===== src/rtl/ctl_lock_pkg.sv =====
package ctl_lock_pkg;
  localparam int unsigned DW   = 32;
  localparam int unsigned NGRP = 5;
  localparam logic [DW-1:0] CTRL_RST   = 32'h0C00_6000;
  localparam logic [DW-1:0] KEY_VAL    = 32'h757B_DF0D;
  localparam logic [DW-1:0] FORCE_MASK = 32'h0800_0E00;
  localparam logic [DW-1:0] WR_MASK    = 32'h7FFF_FFFF;

  typedef enum logic [1:0] {SEL_NONE, SEL_CTRL, SEL_LOCK, SEL_KEY} sel_e;

  function automatic logic [DW-1:0] grp_mask(input int unsigned g);
    case (g)
      0:       grp_mask = 32'h0000_007F;
      1:       grp_mask = 32'h0000_0080;
      2:       grp_mask = 32'h0000_0100;
      3:       grp_mask = 32'h0000_0E00;
      4:       grp_mask = 32'h0000_1000;
      default: grp_mask = '0;
    endcase
  endfunction
endpackage


===== src/rtl/ctl_lock_decode.sv =====
module ctl_lock_decode #(
  parameter int unsigned ADDR_W   = 6,
  parameter int unsigned CTRL_OFF = 0,
  parameter int unsigned LOCK_OFF = 4,
  parameter int unsigned KEY_OFF  = 8
) (
  input  logic [ADDR_W-1:0]     addr_i,
  output ctl_lock_pkg::sel_e    sel_o
);
  import ctl_lock_pkg::*;
  always_comb begin
    sel_o = SEL_NONE;
    if (addr_i[1:0] == 2'b00) begin
      if (addr_i == ADDR_W'(CTRL_OFF))      sel_o = SEL_CTRL;
      else if (addr_i == ADDR_W'(LOCK_OFF)) sel_o = SEL_LOCK;
      else if (addr_i == ADDR_W'(KEY_OFF))  sel_o = SEL_KEY;
    end
  end
endmodule


===== src/rtl/ctl_lock_freeze.sv =====
module ctl_lock_freeze #(
  parameter int unsigned NGRP = ctl_lock_pkg::NGRP,
  parameter int unsigned DW   = ctl_lock_pkg::DW
) (
  input  logic [NGRP-1:0] lock_i,
  output logic [DW-1:0]   frz_o
);
  logic [NGRP-1:0][DW-1:0] part;
  for (genvar g = 0; g < NGRP; g++) begin : g_grp
    assign part[g] = lock_i[g] ? ctl_lock_pkg::grp_mask(g) : '0;
  end
  always_comb begin
    frz_o = '0;
    for (int i = 0; i < NGRP; i++) frz_o |= part[i];
  end
endmodule


===== src/rtl/ctl_lock_ctrl.sv =====
module ctl_lock_ctrl #(
  parameter int unsigned DW = ctl_lock_pkg::DW
) (
  input  logic          clk_i,
  input  logic          rst_ni,
  input  logic          wr_i,
  input  logic          key_wr_i,
  input  logic          key_ok_i,
  input  logic [DW-1:0] wdata_i,
  input  logic [DW-1:0] frz_i,
  output logic [DW-1:0] ctrl_o,
  output logic          mix_o
);
  import ctl_lock_pkg::*;
  logic [DW-1:0] ctrl_q, ctrl_d;

  always_comb begin
    ctrl_d = ctrl_q;
    if (key_wr_i) ctrl_d = key_ok_i ? (ctrl_q | FORCE_MASK) : (ctrl_q & ~FORCE_MASK);
    else if (wr_i) ctrl_d = ((ctrl_q & frz_i) | (wdata_i & ~frz_i)) & WR_MASK;
  end

  always_ff @(posedge clk_i or negedge rst_ni) begin
    if (!rst_ni) ctrl_q <= CTRL_RST;
    else         ctrl_q <= ctrl_d;
  end

  assign ctrl_o = ctrl_q;
  assign mix_o  = (ctrl_q[11:9] != 3'b000) && (ctrl_q[11:9] != 3'b111);
endmodule


===== src/rtl/ctl_lock_regs.sv =====
module ctl_lock_regs #(
  parameter int unsigned ADDR_W = 6
) (
  input  logic              clk_i,
  input  logic              rst_ni,
  input  logic              req_i,
  input  logic              we_i,
  input  logic [ADDR_W-1:0] addr_i,
  input  logic [31:0]       wdata_i,
  output logic [31:0]       rdata_o,
  output logic [31:0]       ctrl_o,
  output logic              win_open_o,
  output logic              cipher_mix_o
);
  import ctl_lock_pkg::*;

  sel_e            sel;
  logic [NGRP-1:0] lock_q;
  logic            win_q;
  logic [DW-1:0]   frz_mask;
  logic            wr, ctrl_we, lock_we, key_we, key_ok;

  ctl_lock_decode #(.ADDR_W(ADDR_W)) i_dec (.addr_i(addr_i), .sel_o(sel));

  assign wr      = req_i && we_i;
  assign ctrl_we = wr && win_q && (sel == SEL_CTRL);
  assign lock_we = wr && win_q && (sel == SEL_LOCK);
  assign key_we  = wr && (sel == SEL_KEY);
  assign key_ok  = (wdata_i == KEY_VAL);

  always_ff @(posedge clk_i or negedge rst_ni) begin
    if (!rst_ni) begin
      lock_q <= '0;
      win_q  <= 1'b1;
    end else begin
      if (lock_we) lock_q <= lock_q | wdata_i[NGRP-1:0];
      if (key_we)  win_q  <= key_ok;
    end
  end

  ctl_lock_freeze i_frz (.lock_i(lock_q), .frz_o(frz_mask));

  ctl_lock_ctrl i_ctrl (
    .clk_i(clk_i), .rst_ni(rst_ni), .wr_i(ctrl_we), .key_wr_i(key_we),
    .key_ok_i(key_ok), .wdata_i(wdata_i), .frz_i(frz_mask),
    .ctrl_o(ctrl_o), .mix_o(cipher_mix_o)
  );

  always_comb begin
    rdata_o = '0;
    if (req_i && !we_i && win_q) begin
      case (sel)
        SEL_CTRL: rdata_o = ctrl_o;
        SEL_LOCK: rdata_o = {{(DW-NGRP){1'b0}}, lock_q};
        default:  rdata_o = '0;
      endcase
    end
  end

  assign win_open_o = win_q;
endmodule


===== config.mk =====
export PLATFORM = sky130hd
export DESIGN_NAME = ctl_lock_regs
export DESIGN_NICKNAME = d
export VERILOG_FILES = /design/src/rtl/ctl_lock_pkg.sv /design/src/rtl/ctl_lock_decode.sv /design/src/rtl/ctl_lock_freeze.sv /design/src/rtl/ctl_lock_ctrl.sv /design/src/rtl/ctl_lock_regs.sv
export SDC_FILE = /design/constraint.sdc
export NUM_CORES = 1
export LEC_CHECK = 0
export BUFFER_PORTS_ARGS = -buffer_cell sky130_fd_sc_hd__buf_2
export CELL_PAD_IN_SITES_DETAIL_PLACEMENT = 2
export CELL_PAD_IN_SITES_GLOBAL_PLACEMENT = 2
export CORE_MARGIN = 3
export CORE_UTILIZATION = 28
export CTS_CLUSTER_SIZE = 12
export DETAILED_ROUTE_END_ITERATION = 12
export MAX_ROUTING_LAYER = met4
export PLACE_DENSITY = 0.9
export SYNTH_ARGS = -nofsm -noshare
export SYNTH_HDL_FRONTEND = slang
export SYNTH_SLANG_ARGS = --single-unit

===== constraint.sdc =====
create_clock -name clk_i -period 3.3 [get_ports clk_i]
set_input_delay 0 -clock clk_i [delete_from_list [all_inputs] [get_ports clk_i]]
set_output_delay 0 -clock clk_i [all_outputs]
set_load 0.01 [all_outputs]

==> results_dict.tcl <==
set metrics [dict create \
    arrival_ns 2.46 \
    ios 108 \
    grt_max_degree 38 \
    cts_inserted_buffers 5 \
    grt_pass1_vias 2069 \
    cts_resized 0 \
    initialDrtViolationCount 44 \
    r2r_slack_ns 1.16 \
    whs_endpoint "i_ctrl.ctrl_o[27]$_DFFE_PN1P_" \
    hold_path.startpoint "addr_i[3]" \
    yosysTopAreaCellShare_pct 40.5 \
    start_util_pct 29.0 \
    cp_max_fo 26 \
    synth_edf_count 0 \
    vias 1812 \
    maxCapViolations 0 \
    cts_setup_buffers 0 \
    ant_nets 0 \
    drc 0 \
    cp_top_family "simple AND/OR/NAND/NOR gates" \
    crit_buf_inv 1 \
    gp_congestion 0.741 \
    finalInstanceArea_um2 2960 \
    fin_crit_sh_pct 74.5 \
    cp-end-kind "output port" \
    die_x_um 90.1 \
    ff2ff_path_depth 5 \
    clock_latency_ns 0.29 \
    power_w 0.000897 \
    power_density_nw_per_um2 303 \
    area_growth_pct 49.4 \
    post-route-util_pct 43.3 \
    diodes 0 \
    dr.pass1.iters 4 \
    fmax_mhz 407 \
    drv_slew 0 \
    irDropWorstVdd_v 0.000129 \
    cts.clk_slew.worst_paths_ns 0.07 \
    timing.rr.end "i_ctrl.ctrl_o[1]$_DFFE_PN0P_" \
    synth.most_common_cell "dfrtp_1" \
    n_fill_cell 786 \
    finalSetupViolCount 0 \
    worst_ep_required_time_ns 3.30 \
    fin_nets 341 \
    async_flop_share_pct 100 \
    hold_buffers 31 \
    rows 30 \
    grt_usage_pct 18.5 \
    cpPeakStageDelay_ns 0.86 \
    clock_skew_ns 0.00499 \
    seq_area_frac_synth_pct 47.1 \
    r2r-start "win_open_o$_DFFE_PN1P_" \
    p_leak_nw 1.60 \
    grt_pass1_wl_um 11500 \
    ys.flop_type "dfrtp_1" \
    finalWirelength_um 7160 \
    die_h_um 90.1 \
    synth_cells 163 \
    critPathLaunchType "flop" \
    hold_depth 2 \
    avgRoutedWirePerCell_um 18.1 \
    dpl.hpwl_um 5150 \
    hold_violations 0 \
    antenna_found_initial 0 \
    clk_path_buf_depth 2 \
    place_area_um2 2560 \
    synth_cell_types 36 \
    slowest_stage "nor4_4" \
    netlist_top_cells_count "32 x dfrtp_1, 26 x and2_1, 15 x mux2_2" \
    die_area_um2 8110 \
    htree_levels 2 \
    layout_min_cycle_time_ns 2.46 \
    cp_cell_sequence "nand3b_1 > nor4_4 > and2_1 > buf_2" \
    fin_tns_setup_ns 0 \
    cts_tree "done" \
    avgSynthCellArea_um2 12.1 \
    routed_via_density 4.59 \
    ys_ff_latch 37 \
    grt_setup_unrepaired "false" \
    hold_path_class "in2reg" \
    status "finished, final reports clean" \
    worst_pin_slew_ns 1.03 \
    syn_area_um2 1980 \
    core_area_um2 6830 \
    port_buffers 105 \
    root_buffer "clkbuf_8" \
    synth_area_leaders "dfrtp_1 40%, mux2_4 9.1%, mux2_2 8.5%, and2_1 8.2%, dfstp_2 6.6%" \
    overflow 0 \
    path_class "reg2out" \
    slew_headroom_pct 30.5 \
    synth_top_area_cell "dfrtp_1" \
    clkSinkCount 37 \
    ys_warn_count 0 \
    drive_gt1_share_pct 50.5 \
]
## cells in the final DEF (no fill, tap or decap), types with 3 or more instances in the layout
master         count
buf_2            105
dfrtp_1           32
dlygate4sd3_1     31
and2_1            26
mux2_2            15
mux2_4            12
nor2_1            10
clkbuf_8           6
a22oi_1            5
nand2_1            5
a21o_1             5
dfstp_2            5
a31oi_1            4
nor3_1             3
inv_1              3
nand4b_1           3
nand4_1            3
## flip-flops by register name, indices dropped and copies added, names as in the netlist
signal	cells
lock_q	5
i_ctrl.ctrl_o	31
win_open_o	1
## cell type report
cell class | instances | area [µm²] | area share, %
timing repair buffer | 137 | 843 | 28.5
clock buffer | 7 | 86.3 | 2.92
sequential | 37 | 932 | 31.5
multi-input combinational | 115 | 963 | 32.6
inverter | 3 | 11.3 | 0.381
tap | 96 | 120 | 4.06
## through the flow
stage	hold slack, ns	std cells	setup WS, ns
floorplan	-0.296	164	1.63
global placement	0.146	357	1.12
detailed placement	0.157	357	1.06
CTS	0.0812	395	0.767
global route	0.0987	395	0.597
finish	0.0840	395	0.843
## worst max path at each step
stage / start / endpoint / slack (ns) / cells past startpoint
final: win_open_o$_DFFE_PN1P_ / rdata_o[23] / 0.84 / 4
after CTS: win_open_o$_DFFE_PN1P_ / rdata_o[29] / 0.77 / 4
after floorplan: addr_i[5] / i_ctrl.ctrl_o[15]$_DFFE_PN0P_ / 1.63 / 6
after detailed placement: addr_i[5] / i_ctrl.ctrl_o[2]$_DFFE_PN0P_ / 1.06 / 6
after global placement: addr_i[5] / i_ctrl.ctrl_o[0]$_DFFE_PN0P_ / 1.12 / 6
after global routing: win_open_o$_DFFE_PN1P_ / rdata_o[23] / 0.60 / 4
## layer usage
metal	part of all wire, %	global-route usage [%]	wire [µm]
met1	39	20.1	2810
met2	55	34.8	3940
met3	5.1	3.77	364
met4	0.67	3.44	48
met5	0	-	0
## power breakdown
group	switching [W]	internal [W]	total (W)
clock network	0.000159	0.000166	0.000325
logic	0.0000516	0.0000562	0.000108
registers	0.00000545	0.000459	0.000464
## kinds of logic (layout without fill, tap and decap cells)
group | count (synthesis) | count (layout) | synth area share [%]
AND/OR/NAND/NOR | 68 | 68 | 23.4
flip-flops | 37 | 37 | 47.1
multiplexers | 27 | 27 | 17.6
AO/OA/AOI/OAI | 18 | 18 | 7.27
buffers and inverters | 12 | 147 | 4.42
other | 1 | 2 | 0.189
(Power assumes the default switching activity.)
